$ cat src/rtl/fxmm_pkg.sv
package fxmm_pkg;
  typedef enum logic [1:0] {
    ST_IDLE  = 2'd0,
    ST_CLEAR = 2'd1,
    ST_RUN   = 2'd2
  } fxmm_state_t;
endpackage

$ cat src/rtl/fxmm_counter.sv
module fxmm_counter #(
  parameter int LIMIT = 2,
  parameter int IW    = 16
) (
  input  logic          clk,
  input  logic          rst_n,
  input  logic          clr,
  input  logic          en,
  output logic [IW-1:0] cnt,
  output logic          at_end
);
  assign at_end = (cnt == IW'(LIMIT - 1));

  always_ff @(posedge clk or negedge rst_n) begin
    if (!rst_n)       cnt <= '0;
    else if (clr)     cnt <= '0;
    else if (en)      cnt <= at_end ? '0 : cnt + 1'b1;
  end

  AST_CNT_HOLD: assert property (@(posedge clk) disable iff (!rst_n)
    (!en && !clr) |=> $stable(cnt));

  AST_CNT_RANGE: assert property (@(posedge clk) disable iff (!rst_n)
    en |=> (cnt < IW'(LIMIT)));
endmodule

$ cat src/rtl/fxmm_loop_nest.sv
module fxmm_loop_nest #(
  parameter int ROWS  = 2,
  parameter int INNER = 3,
  parameter int COLS  = 2,
  parameter int IW    = 16
) (
  input  logic          clk,
  input  logic          rst_n,
  input  logic          clr,
  input  logic          step,
  output logic [IW-1:0] y,
  output logic [IW-1:0] k,
  output logic [IW-1:0] x,
  output logic          last
);
  localparam int LEVELS = 3;

  logic [LEVELS-1:0] lvl_end;
  logic [LEVELS-1:0] lvl_en;
  logic [IW-1:0]     lvl_cnt [LEVELS];

  // level 0 is innermost (x), level 2 outermost (y)
  generate
    for (genvar g = 0; g < LEVELS; g++) begin : g_lvl
      localparam int LIM = (g == 0) ? COLS : ((g == 1) ? INNER : ROWS);
      if (g == 0) begin : g_inner
        assign lvl_en[g] = step;
      end else begin : g_outer
        assign lvl_en[g] = lvl_en[g-1] && lvl_end[g-1];
      end
      fxmm_counter #(.LIMIT(LIM), .IW(IW)) i_cnt (
        .clk    (clk),
        .rst_n  (rst_n),
        .clr    (clr),
        .en     (lvl_en[g]),
        .cnt    (lvl_cnt[g]),
        .at_end (lvl_end[g])
      );
    end
  endgenerate

  assign x    = lvl_cnt[0];
  assign k    = lvl_cnt[1];
  assign y    = lvl_cnt[2];
  assign last = &lvl_end;

  AST_OUTER_HOLD: assert property (@(posedge clk) disable iff (!rst_n)
    (step && !clr && x != IW'(COLS - 1)) |=> ($stable(k) && $stable(y)));

  AST_Y_HOLD: assert property (@(posedge clk) disable iff (!rst_n)
    (step && !clr && k != IW'(INNER - 1)) |=> $stable(y));
endmodule

$ cat src/rtl/fxmm_datapath.sv
module fxmm_datapath #(
  parameter int INNER = 3,
  parameter int COLS  = 2,
  parameter int IW    = 16,
  parameter int DW    = 16,
  parameter int FRAC  = 8
) (
  input  logic [IW-1:0] y,
  input  logic [IW-1:0] k,
  input  logic [IW-1:0] x,
  input  logic [DW-1:0] a_val,
  input  logic [DW-1:0] b_val,
  input  logic [DW-1:0] acc_old,
  output logic [IW-1:0] a_addr,
  output logic [IW-1:0] b_addr,
  output logic [IW-1:0] o_addr,
  output logic [DW-1:0] acc_new
);
  localparam int PW = 2 * DW;

  logic signed [DW-1:0] sa, sb;
  logic signed [PW-1:0] prod;

  always_comb begin
    a_addr  = k + y * IW'(INNER);
    b_addr  = x + k * IW'(COLS);
    o_addr  = x + y * IW'(COLS);
    sa      = a_val;
    sb      = b_val;
    prod    = PW'(sa) * PW'(sb);
    acc_new = acc_old + DW'(prod >>> FRAC);
  end
endmodule

$ cat src/rtl/fxmm_store.sv
module fxmm_store #(
  parameter int A_N = 6,
  parameter int B_N = 6,
  parameter int O_N = 4,
  parameter int IW  = 16,
  parameter int DW  = 16
) (
  input  logic          clk,
  input  logic          rst_n,
  input  logic          hw_en,
  input  logic          hw_mat,
  input  logic [IW-1:0] hw_addr,
  input  logic [DW-1:0] hw_data,
  input  logic [IW-1:0] a_raddr,
  output logic [DW-1:0] a_rdata,
  input  logic [IW-1:0] b_raddr,
  output logic [DW-1:0] b_rdata,
  input  logic          o_we,
  input  logic [IW-1:0] o_addr,
  input  logic [DW-1:0] o_wdata,
  output logic [DW-1:0] o_rdata,
  input  logic [IW-1:0] h_raddr,
  output logic [DW-1:0] h_rdata
);
  localparam int AAW = $clog2(A_N);
  localparam int BAW = $clog2(B_N);
  localparam int OAW = $clog2(O_N);

  logic [DW-1:0] mem_a [A_N];
  logic [DW-1:0] mem_b [B_N];
  logic [DW-1:0] mem_o [O_N];

  logic a_hit, b_hit;
  assign a_hit = hw_en && !hw_mat && (hw_addr < IW'(A_N));
  assign b_hit = hw_en &&  hw_mat && (hw_addr < IW'(B_N));

  always_ff @(posedge clk or negedge rst_n) begin
    if (!rst_n) begin
      for (int i = 0; i < A_N; i++) mem_a[i] <= '0;
      for (int i = 0; i < B_N; i++) mem_b[i] <= '0;
    end else begin
      if (a_hit) mem_a[hw_addr[AAW-1:0]] <= hw_data;
      if (b_hit) mem_b[hw_addr[BAW-1:0]] <= hw_data;
    end
  end

  assign a_rdata = (a_raddr < IW'(A_N)) ? mem_a[a_raddr[AAW-1:0]] : '0;
  assign b_rdata = (b_raddr < IW'(B_N)) ? mem_b[b_raddr[BAW-1:0]] : '0;
  assign o_rdata = (o_addr  < IW'(O_N)) ? mem_o[o_addr[OAW-1:0]]  : '0;

  always_ff @(posedge clk or negedge rst_n) begin
    if (!rst_n) begin
      for (int i = 0; i < O_N; i++) mem_o[i] <= '0;
      h_rdata <= '0;
    end else begin
      if (o_we && o_addr < IW'(O_N)) mem_o[o_addr[OAW-1:0]] <= o_wdata;
      h_rdata <= (h_raddr < IW'(O_N)) ? mem_o[h_raddr[OAW-1:0]] : '0;
    end
  end

  AST_HOST_EXCLUSIVE: assert property (@(posedge clk) disable iff (!rst_n)
    hw_en |-> !o_we);
endmodule

$ cat src/rtl/fxmm_engine.sv
module fxmm_engine #(
  parameter int ROWS  = 2,
  parameter int INNER = 3,
  parameter int COLS  = 2,
  parameter int IW    = 16,
  parameter int DW    = 16,
  parameter int FRAC  = 8
) (
  input  logic          clk,
  input  logic          rst_n,
  input  logic          start,
  output logic          busy,
  output logic          done,
  input  logic          wr_valid,
  output logic          wr_ready,
  input  logic          wr_mat,
  input  logic [IW-1:0] wr_addr,
  input  logic [DW-1:0] wr_data,
  input  logic [IW-1:0] rd_addr,
  output logic [DW-1:0] rd_data
);
  import fxmm_pkg::*;

  localparam int A_N = ROWS * INNER;
  localparam int B_N = INNER * COLS;
  localparam int O_N = ROWS * COLS;

  fxmm_state_t   state;
  logic [IW-1:0] clr_idx;
  logic          run, last;
  logic [IW-1:0] y, k, x;
  logic [IW-1:0] a_addr, b_addr, acc_addr;
  logic [DW-1:0] a_val, b_val, acc_old, acc_new;
  logic          o_we;
  logic [IW-1:0] o_addr;
  logic [DW-1:0] o_wdata;

  assign run      = (state == ST_RUN);
  assign busy     = (state != ST_IDLE);
  assign wr_ready = !busy;

  always_ff @(posedge clk or negedge rst_n) begin
    if (!rst_n) begin
      state   <= ST_IDLE;
      clr_idx <= '0;
      done    <= 1'b0;
    end else begin
      done <= 1'b0;
      unique case (state)
        ST_IDLE: if (start) begin
          state   <= ST_CLEAR;
          clr_idx <= '0;
        end
        ST_CLEAR: begin
          clr_idx <= clr_idx + 1'b1;
          if (clr_idx == IW'(O_N - 1)) state <= ST_RUN;
        end
        ST_RUN: if (last) begin
          state <= ST_IDLE;
          done  <= 1'b1;
        end
        default: state <= ST_IDLE;
      endcase
    end
  end

  fxmm_loop_nest #(.ROWS(ROWS), .INNER(INNER), .COLS(COLS), .IW(IW)) i_nest (
    .clk   (clk),
    .rst_n (rst_n),
    .clr   (!run),
    .step  (run),
    .y     (y),
    .k     (k),
    .x     (x),
    .last  (last)
  );

  fxmm_datapath #(.INNER(INNER), .COLS(COLS), .IW(IW), .DW(DW), .FRAC(FRAC)) i_dp (
    .y       (y),
    .k       (k),
    .x       (x),
    .a_val   (a_val),
    .b_val   (b_val),
    .acc_old (acc_old),
    .a_addr  (a_addr),
    .b_addr  (b_addr),
    .o_addr  (acc_addr),
    .acc_new (acc_new)
  );

  assign o_we    = busy;
  assign o_addr  = (state == ST_CLEAR) ? clr_idx : acc_addr;
  assign o_wdata = (state == ST_CLEAR) ? '0 : acc_new;

  fxmm_store #(.A_N(A_N), .B_N(B_N), .O_N(O_N), .IW(IW), .DW(DW)) i_store (
    .clk     (clk),
    .rst_n   (rst_n),
    .hw_en   (wr_valid && wr_ready),
    .hw_mat  (wr_mat),
    .hw_addr (wr_addr),
    .hw_data (wr_data),
    .a_raddr (a_addr),
    .a_rdata (a_val),
    .b_raddr (b_addr),
    .b_rdata (b_val),
    .o_we    (o_we),
    .o_addr  (o_addr),
    .o_wdata (o_wdata),
    .o_rdata (acc_old),
    .h_raddr (rd_addr),
    .h_rdata (rd_data)
  );

  AST_DONE_PULSE: assert property (@(posedge clk) disable iff (!rst_n)
    done |=> !done);

  AST_DONE_AFTER_BUSY: assert property (@(posedge clk) disable iff (!rst_n)
    $rose(done) |-> (!busy && $past(busy)));

  AST_BUSY_HOLDS: assert property (@(posedge clk) disable iff (!rst_n)
    (busy && !(run && last)) |=> busy);

  AST_ADDR_RANGE: assert property (@(posedge clk) disable iff (!rst_n)
    run |-> (a_addr < IW'(A_N) && b_addr < IW'(B_N) && acc_addr < IW'(O_N)));
endmodule

$ cat config.mk
export PLATFORM = sky130hd
export DESIGN_NAME = fxmm_engine
export DESIGN_NICKNAME = d
export VERILOG_FILES = /design/src/rtl/fxmm_pkg.sv /design/src/rtl/fxmm_counter.sv /design/src/rtl/fxmm_loop_nest.sv /design/src/rtl/fxmm_datapath.sv /design/src/rtl/fxmm_store.sv /design/src/rtl/fxmm_engine.sv
export SDC_FILE = /design/constraint.sdc
export NUM_CORES = 1
export LEC_CHECK = 0
export CAP_MARGIN = 25
export CELL_PAD_IN_SITES_DETAIL_PLACEMENT = 0
export CELL_PAD_IN_SITES_GLOBAL_PLACEMENT = 1
export CORE_MARGIN = 2
export CORE_UTILIZATION = 50
export DETAILED_ROUTE_END_ITERATION = 8
export PLACE_DENSITY = 0.84
export SYNTH_ARGS = -nofsm -noshare
export SYNTH_HDL_FRONTEND = slang
export SYNTH_SLANG_ARGS = --single-unit
export TNS_END_PERCENT = 100
$ cat constraint.sdc
create_clock -name clk -period 13.3 [get_ports clk]
set_input_delay 1.995 -clock clk [delete_from_list [all_inputs] [get_ports clk]]
set_output_delay 1.995 -clock clk [all_outputs]
set_load 0.03 [all_outputs]
## Word-level counts from Yosys, hierarchy flattened

Cells that the tools add are included.

| storage, ports and cells | value |
|---|---|
| register bits | 339 |
| latch bits | 0 |
| RAM bits | 0 |
| bits in read-only memories | 0 |
| output and inout bits | 19 |
| logic and storage cells | 120 |
| memories | 0 |

| cells by class | value |
|---|---|
| $add $sub $neg | 8 |
| multipliers | 2 |
| divide/modulo/power cells | 0 |
| order comparisons | 12 |
| eq/ne operators | 11 |
| shifts and indexed selects | 0 |
| muxes and demuxes | 41 |
| bitwise gates (word level) | 5 |
| reductions and logical operators | 18 |

Operator list:

| operator | number |
|---|---|
| $mux 16 | 25 |
| $bwmux 96 | 2 |
| $bmux 16 s3 | 2 |
| $lt 16x3->1 const B | 5 |
| $add 16x1->16 const B | 4 |
| $add 16x16->16 | 4 |
| $bmux 16 s2 | 2 |
| $bwmux 64 | 1 |
| $demux 16 s3 | 1 |
| $demux 16 s2 | 1 |
| $eq 16x1->1 const B | 2 |
| $eq 16x2->1 const B | 2 |
| $pmux 16 s2 | 1 |
| $mul 16x16->24 | 1 |
| $mul 16x2->16 const B | 1 |
| $ge 4x4->1 const B | 3 |
| $not 3->4 | 3 |
| $logic_and 1x1->1 | 10 |
| $ne 2x2->1 const B | 4 |
| $ge 3x3->1 const B | 2 |
| $mux 2 | 3 |
| $not 2->3 | 2 |
| $pmux 2 s3 | 1 |
| $reduce_and 3->1 | 2 |
| 10 further kinds | 13 |

## Longest topological paths before layout

Gate-level depths: netlist of run 1.

| logic depth | value |
|---|---|
| word-level depth | 11 |
| mapped depth | 50 |

## Cells and area by module

A second synthesis of run 1 with hierarchy kept.

| unflattened totals | value |
|---|---|
| cells, all modules | 2501 |
| area, all modules | 27660.3 sq um |

Modules (own cells, without submodules):

| module | times used | cells an instance | area each (sq um) |
|---|---|---|---|
| fxmm_store | 1 | 844 | 13120.1 |
| fxmm_datapath | 1 | 1208 | 10331.2 |
| fxmm_counter (i_nest.g_lvl[0].i_cnt ...) | 2 | 91 | 970.9 |
| fxmm_engine | 1 | 172 | 1335.0 |
| fxmm_counter (i_nest.g_lvl[1].i_cnt) | 1 | 92 | 913.4 |
| fxmm_loop_nest | 1 | 3 | 18.8 |

## Least setup slack after synthesis of run 1

Ideal clock, no wire load.

| timing path | value |
|---|---|
| path kind | reg2reg |
| from | register i_nest.g_lvl[2].i_cnt.cnt[0] |
| to | register i_store.mem_o[15] in the netlist's numbering |
| setup time | 0.134 ns |
| arrival | 10.301 ns |
| data required time | 13.166 ns |
| slack | 2.865 ns |
| stages on the path, launching flop included | 48 |
| path buffers | 4 |
| period minus slack after synthesis | 10.435 ns |
| cells stage by stage | dfrtp_1 fa_1 ha_1 fa_1 buf_2 a221oi_1 o211ai_1 a2111oi_0 o2111ai_1 nor3_2 buf_2 clkbuf_1 and3_1 clkbuf_1 nand2_1 fa_1 fa_1 inv_1 [... 12 more ...] a21o_1 a21oi_1 o21bai_1 xor2_1 ha_1 nor3_1 o211ai_1 a31oi_1 o21ai_0 a21oi_1 nor2b_1 o21ai_0 nand2b_1 a21o_1 a21oi_1 o21ai_0 xnor2_1 o31ai_1 |

| on the way | value |
|---|---|
| longest elaborated chain between the ends | 11 |
| elaborated cells on any way between the ends | 26 |

RTL lines:

| item | RTL line | source |
|---|---|---|
| from (decl) | fxmm_counter.sv:9 | `output logic [IW-1:0] cnt,` |
| from (signal assigned) | fxmm_counter.sv:17 | `else if (en) cnt <= at_end ? '0 : cnt + 1'b1;` |
| parallel branches: the longest is 11 deep, another holds $mul 16x16->24 | -- |  |
| to (signal, indexed assignment) | fxmm_store.sv:56 | `if (o_we && o_addr < IW'(O_N)) mem_o[o_addr[OAW-1:0]] <= o_wdata;` |
| to (decl) | fxmm_store.sv:31 | `logic [DW-1:0] mem_o [O_N];` |

Parallel ways; which one is timed is not known. The select of a mux whose other input is x is not followed.
A chain may end at the register's enable or synchronous reset.

## Worst setup path after layout of run 1

| timing path | value |
|---|---|
| from | register i_nest.g_lvl[2].i_cnt.cnt[0] |
| to | register i_store.mem_o[63] in the netlist's numbering |

Same word-level chain as after synthesis.

==> flow_summary_export.csv, run 1 <==
group,metric,value,unit
yosys,syn-num-nets,3089,
finish,finalNonFillerCells,3414,
finish,fill_cells,4592,
yosys,ys_seq_elements,339,
global_routing,grt_overflow,0,
timing,slew-limit-headroom,29.0,%
yosys,synth_enable_flop_cells,0,
worst_setup_path,crit_slowest_cell,"fa_1",
floorplan,core_area,52900,um^2
timing,worst_pin_slew,1.06,ns
status,status,"completed",
yosys,synth_top_area_share,31.6,%
worst_setup_path,rr_endpoint,"i_store.mem_o[63]",
floorplan,die_h,236,um
worst_setup_path,crit_path_frequent_cell,"ha_1",
floorplan,die_w,236,um
cts,cts_buffers,40,
placed_design,place_inst,3339,
detailed_routing,vias_per_cell,5.79,
worst_setup_path,start_kind,"flop",
worst_setup_path,required,13.75,ns
timing,rsz0062_at_grt,"no",
detailed_routing,first_pass_iters,5,
detailed_routing,drc,0,
cts,cts_max_level,2,
placed_design,io_buffers,71,
power_and_ir_drop,leakagePower,0.0138,uW
global_routing,track_usage,26.5,%
worst_setup_path,crit-reg2reg-launch,"i_nest.g_lvl[2].i_cnt.cnt[0]",
yosys,syn-instance-count,2677,
worst_setup_path,startpoint,"i_nest.g_lvl[2].i_cnt.cnt[0]",
worst_setup_path,critical_path_class,"flop to flop",
floorplan,pin_count,72,
timing,min_period,11.59,ns
worst_hold_path,hp-start,"clr_idx[15]",
cts,cts_hold_buffers,0,
cts,cts_tree,"built",
global_routing,grt_start_max_net_pins,168,
worst_setup_path,cp.arrival,12.04,ns
placed_design,dp_hpwl,53800,um
yosys,yosys_warnings,0,
worst_setup_path,reg2reg_depth,47,
cts,clock_sinks,339,
yosys,postSynthAreaPerCell,10.0,um^2
timing,hold_ws,0.499,ns
worst_hold_path,worstHoldPathCells,1,
finish,antenna_cells,0,
yosys,synth_top_cells_by_count,"dfrtp_1 (339), inv_1 (310), nand2_1 (267)",
yosys,ys_top_cells_by_area,"dfrtp_1 (32%), fa_1 (15%), mux2_2 (8.1%), ha_1 (7.2%), mux4_2 (5.3%)",
floorplan,initial_utilization,50.8,%
timing,setup_tns,0,ns
yosys,synth_area,26900,um^2
cts,cts_root_buf,"clkbuf_16",
floorplan,rows,84,
worst_hold_path,hold_class,"flop to flop",
yosys,synth_most_common_cell,"dfrtp_1",
timing,fmax,0.0863,GHz
power_and_ir_drop,ir_drop,111,uV
timing,hold_viol,0,
job,maxCapViolations,0,
global_routing,grt_pass1_vias,20821,
worst_setup_path,critPathMaxFanout,20,
cts,max-clock-path-buffers,3,
cts,clock_latency,0.58,ns
power_and_ir_drop,power_density,79.5,nW/um^2
floorplan,die-area,55600,um^2
finish,fin_util,56.1,%
detailed_routing,drt-initial-drc-count,1570,
worst_setup_path,ff2ff_setup_slack,1.71,ns
finish,area_growth,10.4,%
yosys,synthFlopType,"dfrtp_1",
placed_design,gp_congestion,0.924,
cts,clk_pin_slew_worst_paths,0.06,ns
power_and_ir_drop,total_power,2360,uW
yosys,ys_seq_area_share,31.6,%
timing,setup_viol,0,
worst_hold_path,whs_endpoint,"clr_idx[15]",
detailed_routing,drtAntennaViolNets,0,
timing,drv_slew,0,
worst_setup_path,end_kind,"flop",
detailed_routing,wl_per_cell,20.9,um
cts,post_cts_resized,0,
cts,cts_setup_buffers,0,
yosys,yosys.area.top_type,"dfrtp_1",
detailed_routing,wirelength,71500,um
timing,fin_skew,0.0280,ns
finish,nNetsFinal,3107,
global_routing,antenna_found_initial,0,
yosys,synthArstFlopShare,100,%
worst_setup_path,cp_slowest_stage_delay,0.60,ns
yosys,yosysUniqueCellTypes,78,
finish,drive_gt1_share,14.8,%
global_routing,grt_pass1_wl,116000,um
timing,period_share,87.2,%
detailed_routing,vias,19782,
metrics by stage:
step	instance area, um^2	setup slack (ns)
after detailed placement	28200	1.44
after global placement	28100	1.81
after floorplan	26900	2.86
final	29600	1.71
after CTS	29600	1.40
after global routing	29600	1.02
flip-flops by register name, indices dropped and copies added, names as in the netlist:
register                flops
done                        1
i_store.mem_b              96
state                       2
i_store.mem_o              64
i_nest.g_lvl.i_cnt.cnt     48
i_store.mem_a              96
clr_idx                    16
i_store.h_rdata            16
placed cells by master, fill, tap and decap left out, types with 22 or more instances in the layout:
master / count
nand3_1: 49
xnor2_1: 48
nor3_1: 22
clkbuf_16: 40
mux4_2: 63
nand4_1: 26
ha_1: 154
buf_4: 24
a21oi_1: 90
nor2_1: 229
inv_1: 310
and3_1: 26
o21ai_0: 154
dfrtp_1: 338
nor2b_1: 34
xor2_1: 22
clkdlybuf4s50_1: 70
mux2_2: 194
mux2i_1: 38
fa_1: 204
nand2_1: 267
kinds of logic after synthesis:
group / count (synthesis) / share of synthesized area (%)
adders and majority gates: 359 / 22.4
AOI/OAI and AO/OA: 378 / 8.41
xor gates and xnor gates: 72 / 2.45
DFF: 339 / 31.6
muxes: 297 / 14.9
buffers and inverters: 435 / 6.20
and+or+nand+nor: 797 / 14.0
area by class of cell:
class | instances | area (um^2) | area share (%)
Clock buffer | 53 | 1110 | 3.74
Clock inverter | 20 | 295 | 0.996
Inverter | 311 | 1170 | 3.94
Multi-Input combinational cell | 1903 | 16700 | 56.4
Tap cell | 688 | 861 | 2.90
Timing Repair Buffer | 100 | 997 | 3.36
Sequential cell | 339 | 8480 | 28.6
critical path, delay by kind of cell (launching register included):
family / cells / cell delay, ns
adders and majority gates: 11 / 4.17
xor gates and xnor gates: 2 / 0.50
and+or+nand+nor: 10 / 2.28
DFF: 1 / 0.55
AOI/OAI and AO/OA: 20 / 3.48
buffers and inverters: 4 / 0.48
worst max path at each step:
| stage | endpoint | cells after the start |
|---|---|---|
| after global placement | i_store.mem_o[31] | 42 |
| final | i_store.mem_o[63] | 47 |
| after CTS | i_store.mem_o[31] | 47 |
| after detailed placement | i_store.mem_o[31] | 47 |
| after global routing | i_store.mem_o[31] | 45 |
| after floorplan | i_store.mem_o[15] | 47 |
routing by layer:
layer	track usage [%]	up-vias	routed length [um]	part of all wire (%)
met5	0	-	0	0
met4	9.07	0	2250	3.1
met3	3.04	122	3650	5.1
met2	44.2	530	34300	48
met1	36.1	10081	31300	44
li1	-	9049	-	-
report_power, final:
group / switching, uW / internal, uW / leakage, uW
registers: 22.9 / 1050 / 0.00470
clock network: 466 / 695 / 0.000685
logic: 73.0 / 48.7 / 0.00842
total: 562 / 1790 / 0.0138
Power figures use the tool's default switching activity.
==> run 2, diff against run 1 <==
--- a/config.mk
+++ b/config.mk
@@ -11,6 +11,7 @@
 export CORE_MARGIN = 2
 export CORE_UTILIZATION = 50
 export DETAILED_ROUTE_END_ITERATION = 8
+export GPL_ROUTABILITY_DRIVEN = 0
 export PLACE_DENSITY = 0.84
 export SYNTH_ARGS = -nofsm -noshare
 export SYNTH_HDL_FRONTEND = slang
==> run 2 against run 1 <==
Compared with the run above: final cell count decreased by 0.12%; global-route usage shrank 0.79 points; die area unchanged; sequential power about the same; clock skew grew 0.023 ns; sequential share of layout area about the same; final area is 0.14% lower; via count up 0.21%; flip-flop and latch count is the same; wire length decreased by 2.9%; utilization down 0.081 points; critical endpoint is now i_store.mem_o[47].
==> flow_summary_export.csv, run 2 (synthesis gave the netlist of run 1 again) <==
group,metric,value,unit
finish,reg_top3,"i_store.mem_a x96, i_store.mem_b x96, i_store.mem_o x64",
placed_design,io_buffers,71,
worst_setup_path,rr_endpoint,"i_store.mem_o[47]",
floorplan,die_w,236,um
global_routing,grt_pass1_vias,20601,
cts,cts_setup_buffers,0,
worst_hold_path,whs_endpoint,"i_store.mem_o[9]",
power_and_ir_drop,power_density,78.4,nW/um^2
detailed_routing,drtAntennaViolNets,0,
cts,cts_root_buf,"clkbuf_16",
timing,worst_pin_slew,1.08,ns
power_and_ir_drop,p_int,1760,uW
power_and_ir_drop,power.share.clock,48.4,%
status,status,"completed",
worst_setup_path,path_buf_inv,5,
detailed_routing,first_pass_iters,5,
cts,post_cts_resized,0,
cts,cts_buffers,40,
worst_setup_path,cp_top_family,"adder cells",
timing,setup_viol,0,
timing,slew-limit-headroom,27.6,%
detailed_routing,wirelength,69400,um
cts,cts_hold_buffers,0,
finish,final_common_cell,"dfrtp_1",
worst_setup_path,reg2reg_depth,47,
floorplan,initial_utilization,50.8,%
timing,fin_ws,1.22,ns
finish,drive_gt1_share,14.7,%
power_and_ir_drop,switchingPower,557,uW
detailed_routing,vias,19824,
worst_hold_path,hold_class,"flop to flop",
power_and_ir_drop,ir_drop,132,uV
worst_setup_path,cp.arrival,12.54,ns
finish,area_growth,10.2,%
timing,period_share,90.8,%
worst_setup_path,crit-reg2reg-launch,"i_nest.g_lvl[2].i_cnt.cnt[0]",
floorplan,core_area,52900,um^2
finish,final_cell_area,29600,um^2
global_routing,grt_pass1_wl,113000,um
worst_setup_path,start_kind,"flop",
cts,clock_sinks,339,
floorplan,pin_count,72,
worst_setup_path,crit_slowest_cell,"nor3_2",
finish,antenna_cells,0,
power_and_ir_drop,seqPwrFrac,46.3,%
timing,min_period,12.08,ns
placed_design,dp_slack,1.31,ns
job,maxCapViolations,0,
cts,cts_tree,"built",
cts,cts_max_level,2,
finish,fill_cells,4486,
finish,seqCellArea,8480,um^2
cts,clk_pin_slew_worst_paths,0.06,ns
timing,drv_slew,0,
worst_hold_path,worstHoldPathCells,2,
floorplan,die_h,236,um
placed_design,postPlaceCellArea,28200,um^2
placed_design,dp_hpwl,52000,um
cts,max-clock-path-buffers,3,
worst_setup_path,ff2ff_setup_slack,1.22,ns
finish,nNetsFinal,3107,
power_and_ir_drop,p_comb_share,5.3,%
global_routing,track_usage,25.7,%
cts,clock_latency,0.61,ns
worst_setup_path,end_kind,"flop",
global_routing,antenna_found_initial,0,
timing,rsz0062_at_grt,"no",
worst_setup_path,critical_path_class,"flop to flop",
global_routing,grt_overflow,0,
power_and_ir_drop,leakagePower,0.0138,uW
floorplan,rows,84,
floorplan,die-area,55600,um^2
worst_setup_path,required,13.76,ns
finish,multi_input_area,16700,um^2
timing,fmax,0.0828,GHz
worst_setup_path,cp_slowest_stage_delay,0.83,ns
timing,fin_skew,0.0513,ns
detailed_routing,drc,0,
timing,setup_tns,0,ns
power_and_ir_drop,p_sw_share,24.0,%
timing,hold_viol,0,
finish,final_cell_mix,"dfrtp_1 (338), inv_1 (310), nand2_1 (267)",
worst_setup_path,crit_path_frequent_cell,"ha_1",
detailed_routing,drt-initial-drc-count,1649,
detailed_routing,wl_per_cell,20.4,um
worst_hold_path,hp-start,"i_store.mem_o[9]",
detailed_routing,vias_per_cell,5.81,
worst_setup_path,critPathMaxFanout,18,
global_routing,grt_start_max_net_pins,128,
-- run 2: cell types whose count changed in the layout (fill, tap and decap cells not counted), sizes merged --
cell / before / now
clkinv: 10 / 6
bufinv: 5 / 3
clkbuf: 53 / 56
clkinvlp: 2 / 1
-- run 2: layout make-up --
cell class	instances	share of cell area, %
clock buffers	56	3.86
clock inverters	13	0.693
inverters	311	3.94
multi-input cells	1903	56.5
flip-flops and latches	339	28.7
well taps	688	2.91
repair buffers	100	3.42
-- run 2: power groups by stage --
stage	sequential, uW	combinational (uW)	clock [uW]
3_3_place_gp	1090	118	0
3_5_place_dp	1090	122	0
6_report	1070	124	1120
2_1_floorplan	1080	63.7	0
4_1_cts	1070	123	1140
5_1_grt	1080	137	1180
-- run 2: stage by stage --
step / hold WS, ns / utilization [%] / cells / total power [uW]
final: 0.500 / 56.0 / 3410 / 2320
after global routing: 0.513 / 56.0 / 3410 / 2400
after CTS: 0.502 / 55.8 / 3406 / 2340
after detailed placement: 0.488 / 53.3 / 3337 / 1210
after global placement: 0.475 / 53.2 / 3336 / 1210
after floorplan: 0.458 / - / 2677 / 1150
-- run 2: worst max-delay path by stage --
stage	from	end	slack [ns]	cells after the start
floorplan	i_nest.g_lvl[2].i_cnt.cnt[0]	i_store.mem_o[15]	2.86	47
finish	i_nest.g_lvl[2].i_cnt.cnt[0]	i_store.mem_o[47]	1.22	47
global placement	i_nest.g_lvl[2].i_cnt.cnt[0]	i_store.mem_o[31]	1.53	42
CTS	i_nest.g_lvl[2].i_cnt.cnt[0]	i_store.mem_o[15]	1.29	47
detailed placement	i_nest.g_lvl[2].i_cnt.cnt[0]	i_store.mem_o[15]	1.31	42
global route	i_nest.g_lvl[2].i_cnt.cnt[0]	i_store.mem_o[31]	0.15	47
-- run 2: layer usage --
metal  part of all wire, %  vias up  GRT usage, %  wire, um
li1                      -     9044             -         -
met2                    48      581          42.6     33100
met4                   3.3        0          9.11      2300
met1                    44    10074          35.1     30600
met5                     0        -             0         0
met3                   5.0      125          3.08      3440
-- run 2: worst min-delay path: stages (launching register included) --
cell and delay (ns):
dfrtp_1 0.35, nand2_1 0.05, o21ai_0 0.06
